[config.mk]
export PLATFORM = sky130hd
export DESIGN_NAME = conv_spi_slave
export DESIGN_NICKNAME = d
export VERILOG_FILES = /design/src/rtl/conv_spi_pkg.sv /design/src/rtl/conv_spi_sync.sv /design/src/rtl/conv_spi_tmo.sv /design/src/rtl/conv_spi_frame.sv /design/src/rtl/conv_spi_drdy.sv /design/src/rtl/conv_spi_slave.sv
export SDC_FILE = /design/constraint.sdc
export NUM_CORES = 1
export LEC_CHECK = 0
export ABC_AREA = 1
export CORE_ASPECT_RATIO = 1.5
export CORE_UTILIZATION = 55
export CTS_CLUSTER_DIAMETER = 40
export DETAILED_ROUTE_END_ITERATION = 10
export GPL_TIMING_DRIVEN = 0
export PLACE_DENSITY = 0.76
export SYNTH_ARGS = -nofsm -noshare
export SYNTH_HDL_FRONTEND = slang
export SYNTH_HIERARCHICAL = 1
export SYNTH_SLANG_ARGS = --single-unit
export TNS_END_PERCENT = 1
[constraint.sdc]
create_clock -name clk_i -period 4.9 [get_ports clk_i]
set_input_delay 0.98 -clock clk_i [delete_from_list [all_inputs] [get_ports clk_i]]
set_output_delay 0.98 -clock clk_i [all_outputs]
set_load 0.03 [all_outputs]
[src/rtl/conv_spi_pkg.sv]
package conv_spi_pkg;
  typedef enum logic [1:0] {ST_CMD, ST_WAIT, ST_DATA} frame_st_e;
endpackage

[src/rtl/conv_spi_sync.sv]
module conv_spi_sync (
  input  logic clk_i,
  input  logic rst_ni,
  input  logic sclk_i,
  input  logic cs_ni,
  input  logic din_i,
  output logic cs_n_o,
  output logic din_o,
  output logic sclk_o,
  output logic rise_o,
  output logic fall_o
);
  logic [2:0] m1_q, m2_q;
  logic       sclk_d_q;

  always_ff @(posedge clk_i or negedge rst_ni) begin
    if (!rst_ni) begin
      m1_q     <= 3'b100;
      m2_q     <= 3'b100;
      sclk_d_q <= 1'b0;
    end else begin
      m1_q     <= {cs_ni, sclk_i, din_i};
      m2_q     <= m1_q;
      sclk_d_q <= m2_q[1];
    end
  end

  assign cs_n_o = m2_q[2];
  assign sclk_o = m2_q[1];
  assign din_o  = m2_q[0];
  assign rise_o = m2_q[1] & ~sclk_d_q & ~m2_q[2];
  assign fall_o = ~m2_q[1] & sclk_d_q & ~m2_q[2];
endmodule

[src/rtl/conv_spi_tmo.sv]
module conv_spi_tmo #(
  parameter int TMO_PERIODS = 32
) (
  input  logic clk_i,
  input  logic rst_ni,
  input  logic clr_i,
  input  logic tick_i,
  output logic fire_o
);
  localparam int TMO_W = $clog2(TMO_PERIODS + 1);
  logic [TMO_W-1:0] cnt_q;

  assign fire_o = tick_i & ~clr_i & (cnt_q == TMO_W'(TMO_PERIODS - 1));

  always_ff @(posedge clk_i or negedge rst_ni) begin
    if (!rst_ni)      cnt_q <= '0;
    else if (clr_i)   cnt_q <= '0;
    else if (fire_o)  cnt_q <= '0;
    else if (tick_i)  cnt_q <= cnt_q + 1'b1;
  end
endmodule

[src/rtl/conv_spi_frame.sv]
module conv_spi_frame
  import conv_spi_pkg::*;
#(
  parameter int          CMD_W    = 8,
  parameter int          DATA_W   = 24,
  parameter int          RESP_CYC = 16,
  parameter logic [7:0]  RD_CODE  = 8'h01
) (
  input  logic              clk_i,
  input  logic              rst_ni,
  input  logic              restart_i,
  input  logic              rise_i,
  input  logic              fall_i,
  input  logic              din_i,
  input  logic [DATA_W-1:0] res_i,
  output frame_st_e         st_o,
  output logic [$clog2(DATA_W)-1:0] bcnt_o,
  output logic              first_bit_o,
  output logic              dout_o
);
  localparam int CNT_W = $clog2(DATA_W);
  localparam int DLY_W = $clog2(RESP_CYC + 1);

  frame_st_e          st_q;
  logic [CNT_W-1:0]   bcnt_q;
  logic [CMD_W-2:0]   cmd_q;
  logic [CMD_W-1:0]   cmd_nxt;
  logic [DLY_W-1:0]   dly_q;
  logic [DATA_W-1:0]  sh_q;
  logic               dout_q;

  assign cmd_nxt     = {cmd_q, din_i};
  assign first_bit_o = (st_q == ST_DATA) & rise_i & (bcnt_q == '0);

  always_ff @(posedge clk_i or negedge rst_ni) begin
    if (!rst_ni) begin
      st_q   <= ST_CMD;
      bcnt_q <= '0;
      cmd_q  <= '0;
      dly_q  <= '0;
      sh_q   <= '0;
      dout_q <= 1'b0;
    end else if (restart_i) begin
      st_q   <= ST_CMD;
      bcnt_q <= '0;
      dly_q  <= '0;
      dout_q <= 1'b0;
    end else begin
      unique case (st_q)
        ST_CMD: if (fall_i) begin
          cmd_q <= cmd_nxt[CMD_W-2:0];
          if (bcnt_q == CNT_W'(CMD_W - 1)) begin
            bcnt_q <= '0;
            if (cmd_nxt == RD_CODE[CMD_W-1:0]) begin
              st_q  <= ST_WAIT;
              dly_q <= '0;
            end
          end else begin
            bcnt_q <= bcnt_q + 1'b1;
          end
        end
        ST_WAIT: begin
          dly_q <= dly_q + 1'b1;
          if (dly_q == DLY_W'(RESP_CYC - 1)) begin
            st_q   <= ST_DATA;
            sh_q   <= res_i;
            bcnt_q <= '0;
          end
        end
        ST_DATA: begin
          if (rise_i) begin
            dout_q <= sh_q[DATA_W-1];
            sh_q   <= {sh_q[DATA_W-2:0], 1'b0};
          end
          if (fall_i) begin
            if (bcnt_q == CNT_W'(DATA_W - 1)) begin
              st_q   <= ST_CMD;
              bcnt_q <= '0;
              dout_q <= 1'b0;
            end else begin
              bcnt_q <= bcnt_q + 1'b1;
            end
          end
        end
        default: st_q <= ST_CMD;
      endcase
    end
  end

  assign st_o   = st_q;
  assign bcnt_o = bcnt_q;
  assign dout_o = dout_q;
endmodule

[src/rtl/conv_spi_drdy.sv]
module conv_spi_drdy #(
  parameter int DATA_W = 24
) (
  input  logic              clk_i,
  input  logic              rst_ni,
  input  logic              tick_i,
  input  logic              pwrdn_i,
  input  logic              busy_i,
  input  logic              first_bit_i,
  input  logic [DATA_W-1:0] result_i,
  output logic [DATA_W-1:0] res_o,
  output logic              load_o,
  output logic              drdy_no
);
  logic [DATA_W-1:0] res_q;
  logic              load_q, drdy_q;

  always_ff @(posedge clk_i or negedge rst_ni) begin
    if (!rst_ni) begin
      res_q  <= '0;
      load_q <= 1'b0;
      drdy_q <= 1'b1;
    end else if (pwrdn_i) begin
      load_q <= 1'b0;
      drdy_q <= 1'b1;
    end else if (tick_i && !busy_i) begin
      res_q  <= result_i;
      load_q <= 1'b1;
      drdy_q <= 1'b1;
    end else if (load_q) begin
      load_q <= 1'b0;
      drdy_q <= 1'b0;
    end else if (first_bit_i) begin
      drdy_q <= 1'b1;
    end
  end

  assign res_o   = res_q;
  assign load_o  = load_q;
  assign drdy_no = drdy_q;
endmodule

[src/rtl/conv_spi_slave.sv]
module conv_spi_slave
  import conv_spi_pkg::*;
#(
  parameter int         DATA_W      = 24,
  parameter int         CMD_W       = 8,
  parameter int         RESP_CYC    = 16,
  parameter int         TMO_PERIODS = 32,
  parameter logic [7:0] RD_CODE     = 8'h01
) (
  input  logic              clk_i,
  input  logic              rst_ni,
  input  logic              sclk_i,
  input  logic              cs_ni,
  input  logic              din_i,
  output logic              dout_o,
  input  logic              conv_tick_i,
  input  logic              pwrdn_i,
  input  logic [DATA_W-1:0] result_i,
  output logic              drdy_no
);
  localparam int CNT_W = $clog2(DATA_W);

  logic cs_n_s, din_s, sclk_s, rise, fall, tmo_fire, first_bit, load;
  frame_st_e         st;
  logic [CNT_W-1:0]  bcnt;
  logic [DATA_W-1:0] res_q;

  conv_spi_sync i_sync (
    .clk_i, .rst_ni, .sclk_i, .cs_ni, .din_i,
    .cs_n_o(cs_n_s), .din_o(din_s), .sclk_o(sclk_s), .rise_o(rise), .fall_o(fall)
  );

  conv_spi_tmo #(.TMO_PERIODS(TMO_PERIODS)) i_tmo (
    .clk_i, .rst_ni, .clr_i(sclk_s | cs_n_s), .tick_i(conv_tick_i), .fire_o(tmo_fire)
  );

  conv_spi_frame #(
    .CMD_W(CMD_W), .DATA_W(DATA_W), .RESP_CYC(RESP_CYC), .RD_CODE(RD_CODE)
  ) i_frame (
    .clk_i, .rst_ni, .restart_i(cs_n_s | tmo_fire), .rise_i(rise), .fall_i(fall),
    .din_i(din_s), .res_i(res_q), .st_o(st), .bcnt_o(bcnt),
    .first_bit_o(first_bit), .dout_o
  );

  conv_spi_drdy #(.DATA_W(DATA_W)) i_drdy (
    .clk_i, .rst_ni, .tick_i(conv_tick_i), .pwrdn_i, .busy_i(st != ST_CMD),
    .first_bit_i(first_bit), .result_i, .res_o(res_q), .load_o(load), .drdy_no
  );
endmodule

# Word level (Yosys, flattened, before mapping)
# Index checks and enable logic that the tools add are counted.
# classes
magnitude_cmp	0
reduce_logical	17
n_shift	0
multipliers	0
eq_ne	15
mux	37
n_bitwise	16
add_sub_neg	3
div	0
# op_table
operator	n
$mux 5	10
$mux 24	2
$pmux 24 s2	1
$mux 6	3
$pmux 5 s3	1
$mux 2	7
$reduce_and 4->1	3
$mux 1	11
$add 5x1->5 const B	2
$pmux 5 s2	1
$ne 3x1->1 const B	3
$ne 3x2->1 const B	3
$and 1x1->1	8
$eq 8x1->1 const B	1
$reduce_bool 4->1	2
$add 6x1->6 const B	1
$eq 6x5->1 const B	1
$not 1->1	6
$pmux 2 s3	1
$reduce_and 6->1	1
$reduce_bool 2->1	3
$reduce_bool 3->1	2
$eq 5x3->1 const B	1
$eq 5x4->1 const B	1
other kinds (11)	13
# totals
rom_bits	0
memories	0
register_bits	83
ramBits	0
latchBits	0
word_cells	101
out_inout_bits	2

# Logic depth before layout (Yosys ltp)
# Gate-level depths: netlist of the first run.
# depth
depth_word	9
depth_mapped	16
mapped_depth_nobuf	15

# Hierarchy
# Netlist of the first run, hierarchy kept.
# modules_own_cells
module	n_inst	cells_per_inst	area_per_inst_um2	seq_area_each_um2
conv_spi_frame	1	331	2576.2	1101.1
conv_spi_drdy	1	114	1087.3	651.9
conv_spi_tmo	1	47	347.8	150.1
conv_spi_sync	1	13	200.2	177.7
conv_spi_slave	1	8	30.0	0.0

# Least setup slack after synthesis of the first run
# Ideal clock, no wire load.
# synth_path
path_kind	input port to flip-flop
startpoint	input conv_tick_i
endpoint	register i_frame.bcnt_q[3] (netlist: i_frame/bcnt_o[3])
setup_ns	0.117
path_slack_ns	2.688
required_ns	4.783
path_buffers	1
stages	12
t_arrival_ns	2.095
cell_sequence	nand2_1 -> nor3_1 -> inv_1 -> nand2_1 -> buf_6 -> nor2_1 -> nand2_1 -> nand2_1 -> nor2_4 -> inv_1 -> nor2_1 -> nor2_1
# synth_via
elab_chain_cells	5
# synth_lines
element	line	text
from (decl)	conv_spi_slave.sv:16	input logic conv_tick_i,
$and 1x1->1 (*) (2 in series)	conv_spi_tmo.sv:13	assign fire_o = tick_i & ~clr_i & (cnt_q == TMO_W'(TMO_PERIODS - 1));
named net tmo_fire	conv_spi_slave.sv:23	logic cs_n_s, din_s, sclk_s, rise, fall, tmo_fire, first_bit, load;
$or 1x1->1 (*)	conv_spi_slave.sv:40	.clk_i, .rst_ni, .restart_i(cs_n_s | tmo_fire), .rise_i(rise), .fall_i(fall),
$ne 3x1->1 (no line), or another cell as far along	-	
$reduce_and 4->1 (no line)	-	
to (signal assigned)	conv_spi_frame.sv:59	bcnt_q <= bcnt_q + 1'b1;
to (signal assigned)	conv_spi_frame.sv:81	bcnt_q <= bcnt_q + 1'b1;
to (decl)	conv_spi_frame.sv:25	logic [CNT_W-1:0] bcnt_q;
# The timed path passes the listed nets; every way through them passes the cells marked *.
# A chain may end at the register's enable or synchronous reset.

# Worst setup path in the final report of the first run
# layout_path
startpoint	input conv_tick_i
endpoint	register i_frame.st_q[1] (netlist: i_frame/st_o[1])
# layout_via
elab_chain_cells	5
# layout_lines
element	line	text
$and 1x1->1 (*) (2 in series)	conv_spi_tmo.sv:13	
named net tmo_fire	conv_spi_slave.sv:23	
$or 1x1->1 (*)	conv_spi_slave.sv:40	
$ne 3x2->1 (no line) or $ne 3x1->1 (tied branches)	-	
$reduce_and 6->1 (no line)	-	
to (signal assigned)	conv_spi_frame.sv:37	st_q <= ST_CMD;
to (signal assigned)	conv_spi_frame.sv:44	st_q <= ST_CMD;
to (signal assigned)	conv_spi_frame.sv:55	st_q <= ST_WAIT;
to (decl)	conv_spi_frame.sv:24	frame_st_e st_q;
# Marked as above.

==> metrics.log, run 1 <==
INFO  metric yosys.area_share.xor_xnor = 0.206%
INFO  metric worst_ep_arrival_time = 2.93 ns
INFO  metric antennaDiodeCount = 0
INFO  metric synthCells = 513
INFO  metric status = complete, no violations
INFO  metric grtUsageMet3 = 5.41%
INFO  metric synth_adder_area_share = 2.65%
INFO  metric crit_path_top_delay_cell = sky130_fd_sc_hd__clkdlybuf4s50_1
INFO  metric netlist_area = 4240 um^2
INFO  metric clock_tree_from_tritoncts = yes
INFO  metric finClkSkew = 0.0126 ns
INFO  metric timing.critical_path.mode_cell = sky130_fd_sc_hd__nand2_1
INFO  metric cts_hold_repair.buffers = 0
INFO  metric yosys_most_used_dff = sky130_fd_sc_hd__dfrtp_1
INFO  metric timing.rr.start = i_sync/m2_q[1]
INFO  metric detailedPlacementHpwl = 6.16 mm
INFO  metric drtIter0Drc = 190
INFO  metric power.density = 496 nW/um^2
INFO  metric routabilityCongestion = 0.874
INFO  metric cp_cell_sequence = clkdlybuf4s50_1 -> nand2_1 -> nor3_1 -> inv_1 -> nand2_1 -> buf_6 -> nor2_1 -> nand2_1 -> nand2_1 -> a21oi_1 -> nand3_1 -> nand2_1 -> nand2_1
INFO  metric post_cts_resized = 0
INFO  metric timing.hold.worst_path_depth = 0
INFO  metric port_buffers = 32
INFO  metric worst-endpoint-required = 5.15 ns
INFO  metric combinational_family_with_the_most_area_after_synthesis = simple AND/OR/NAND/NOR gates
INFO  metric synthDominantCellAreaShare = 47.2%
INFO  metric hp-start = i_sync/m1_q[0]
INFO  metric timing.final.setup_violations = 0
INFO  metric synth-compound-area-share = 10.2%
INFO  metric timing.hold.ws = 0.354 ns
INFO  metric synthDistinctLibCells = 32
INFO  metric finalSetupTns = 0 ns
INFO  metric numCtsBuffers = 9
INFO  metric filler_cells = 648
INFO  metric peakVddDrop = 0.000257 V
INFO  metric worst_pin_slew = 0.475 ns
INFO  metric critical_path.reg2reg.endpoint = i_frame/st_o[1]
INFO  metric synth.yosys.warnings = 6
INFO  metric vias_per_cell = 5.16
INFO  metric rows = 38
INFO  metric hold_path.class = register to register
INFO  metric root_buffer_selected_by_cts = sky130_fd_sc_hd__clkbuf_8
INFO  metric htree_levels = 3
INFO  metric slew_viol_final = 0
INFO  metric drive_gt1_share = 12.8%
INFO  metric die_height = 110 um
INFO  metric area_growth_syn_to_layout = 15.8%
INFO  metric finalCritPeriodShare = 54.7%
INFO  metric synth.ff_latch_count = 83
INFO  metric p_leak = 2.41 nW
INFO  metric cts_setup_buffers = 0
INFO  metric global_route.overflow_total = 0
INFO  metric insertion_delay = 0.36 ns
INFO  metric initial_core_util = 57.6%
INFO  metric hold_end = i_sync/m2_q[0]
INFO  metric minimum_period_implied_by_the_final_worst_setup_slack = 2.68 ns
INFO  metric avgRoutedWirePerCell = 12.6 um
INFO  metric worst_setup_path_start_kind = input pin
INFO  metric count_of_flip_flops_with_a_built_in_enable_after_synthesis = 0
INFO  metric core_utilization_of_the_finished_layout = 66.6%
INFO  metric grt_start_max_net_pins = 55
INFO  metric final_hold_viol_count = 0
INFO  metric synth_seq_area_share = 49.1%
INFO  metric finalWirelength = 8.37 mm
INFO  metric timing.reg2reg.worst_path_depth = 15
INFO  metric rrSetupSlack = 2.75 ns
INFO  metric worst_slew_margin_rel = 68.2%
INFO  metric grt-busiest-layer = met2
INFO  metric drt_pre_antenna_iters = 4
INFO  metric synth_top_cells_by_count = 174 x sky130_fd_sc_hd__nand2_1, 80 x sky130_fd_sc_hd__dfrtp_1, 62 x sky130_fd_sc_hd__inv_1
INFO  metric cts.clk_slew.worst_paths = 0.08 ns
INFO  metric route.vias.total = 3419
INFO  metric maxCapViolations = 0
INFO  metric synth_top_cell_by_area = sky130_fd_sc_hd__dfrtp_1
INFO  metric grt_pass1_wl = 14.4 mm
INFO  metric synth.mux.area_fraction = 0%
INFO  metric async_reset_ff_share = 100%
INFO  metric yosys-top-cells-area = sky130_fd_sc_hd__dfrtp_1 47%, sky130_fd_sc_hd__nand2_1 15%, sky130_fd_sc_hd__inv_1 5.5%
INFO  metric worst-setup-path-type = input pin to register
INFO  metric detail-route-antenna-nets = 0
INFO  metric rsz_0062_raised_after_global_routing = no
INFO  metric global_route.usage.total = 23.5%
INFO  metric drc_errors = 0
INFO  metric dieWidth = 73.7 um
INFO  metric num-nets-final = 597
INFO  metric ios = 33
INFO  metric globalRouteMet2Util = 41.3%
INFO  metric crit_path_end_kind = register
INFO  metric worstSetupStartpoint = conv_tick_i
INFO  metric grt_antenna_before_repair = 0
INFO  metric synthesized_area_per_cell = 8.27 um^2
INFO  metric synthMostInstantiatedCell = sky130_fd_sc_hd__nand2_1
INFO  metric path_max_fanout = 10
INFO  metric fmaxAchievable = 373 MHz
INFO  metric post_synth_simple_gate_area = 27.8%
INFO  metric clock-sinks = 83
INFO  metric vias_in_the_first_global_route = 3277
INFO  metric floorplan.core_area = 7370 um^2
INFO  metric cts.path.max_buffers = 2
INFO  metric use_met1 = 27.5%
INFO  metric syn_nets = 553
INFO  metric maximum_single_stage_delay_on_the_critical_path = 0.52 ns
INFO  metric floorplan.die_area = 8070 um^2
## state kept, by name, indices dropped and copies added, names as in the netlist
name             flops
i_drdy/drdy_no       1
i_drdy/load_o        1
i_drdy/res_o        24
i_frame/bcnt_o       5
i_frame/cmd_q        7
i_frame/dly_q        5
i_frame/dout_o       1
i_frame/sh_q        24
i_frame/st_o         2
i_sync/m1_q          3
i_sync/m2_q          3
i_sync/sclk_d_q      1
i_tmo/cnt_q          6
## per-layer routing
| layer | up-vias | routed length, um |
|---|---|---|
| met3 | 12 | 222 |
| met4 | 0 | 153 |
| met5 | - | 0 |
| met2 | 56 | 4330 |
| met1 | 1625 | 3660 |
| li1 | 1726 | - |
## worst max-delay path, delay by kind of cell
| kind | cells | cell delay [ns] |
|---|---|---|
| simple gates | 9 | 0.91 |
| buf+inv | 3 | 0.75 |
| compound gates | 1 | 0.28 |
## where the power goes
part | switching, mW | internal, mW
Combinational | 0.565 | 0.351
Clock | 0.235 | 0.264
Sequential | 0.107 | 0.917
Total | 0.907 | 1.53
## worst max-delay path by stage
stage / endpoint / slack (ns) / cells after the start
floorplan: i_frame/bcnt_o[3] / 2.69 / 12
global placement: i_drdy/res_o[4] / -0.07 / 1
detailed placement: i_frame/st_o[1] / 1.86 / 13
CTS: i_frame/st_o[1] / 2.25 / 13
global route: i_frame/bcnt_o[3] / 2.08 / 13
finish: i_frame/st_o[1] / 2.22 / 13
## layout make-up
| type | instances | area [um^2] | share of cell area (%) |
|---|---|---|---|
| buffer | 20 | 160 | 3.26 |
| clock inverter | 2 | 35.0 | 0.714 |
| inverter | 67 | 264 | 5.38 |
| timing repair buffer | 33 | 345 | 7.03 |
| sequential | 83 | 2080 | 42.4 |
| clock buffer | 14 | 163 | 3.31 |
| tap | 100 | 125 | 2.55 |
| multi-input combinational | 343 | 1740 | 35.4 |
## cells by family after synthesis
family,after synthesis
and+or+nand+nor,265
xor gates and xnor gates,1
buffers and inverters,87
AOI/OAI and AO/OA,68
DFF,83
adders and majority gates,9
## metrics by stage
step / setup slack (ns) / instances / cell area, um^2 / power [mW]
after CTS: 2.25 / 662 / 4910 / 2.46
after global placement: -0.0656 / 645 / 4690 / 1.91
after global routing: 2.08 / 662 / 4910 / 2.63
after detailed placement: 1.86 / 646 / 4710 / 1.95
after floorplan: 2.69 / 513 / 4240 / 1.73
final: 2.22 / 662 / 4910 / 2.44
## cells in the final DEF, fill, tap and decap left out, types with 3 or more instances in the layout
cell and n:
sky130_fd_sc_hd__a21oi_1 5, sky130_fd_sc_hd__buf_2 10, sky130_fd_sc_hd__buf_6 7, sky130_fd_sc_hd__clkbuf_1 4
sky130_fd_sc_hd__clkbuf_8 11, sky130_fd_sc_hd__clkdlybuf4s50_1 31, sky130_fd_sc_hd__dfrtp_1 80, sky130_fd_sc_hd__dfstp_2 3
sky130_fd_sc_hd__ha_1 9, sky130_fd_sc_hd__inv_1 62, sky130_fd_sc_hd__inv_2 3, sky130_fd_sc_hd__nand2_1 174
sky130_fd_sc_hd__nand3_1 16, sky130_fd_sc_hd__nand4_1 36, sky130_fd_sc_hd__nor2_1 25, sky130_fd_sc_hd__nor3_1 3
sky130_fd_sc_hd__o21ai_0 33, sky130_fd_sc_hd__o21ai_1 8, sky130_fd_sc_hd__o21ai_2 17
Note: power is estimated with default switching activity, not from simulation.
==> inputs of run 2 (changes only) <==
- clock period: 4.9 -> 2.5 ns (I/O delays scaled with it)
==> results of run 2 <==
The final DEF is identical to that of run 1. Status: complete, no violations.
Main changes from that run: setup slack after placement 1.86 ns -> -0.0562 ns; setup slack after layout 2.22 ns -> 0.302 ns; hold slack 0.354 ns -> 0.0735 ns; register-to-register setup slack 2.75 ns -> 0.35 ns; total power 2.44 mW -> 4.78 mW; worst IR drop on VDD 0.000257 V -> 0.000504 V
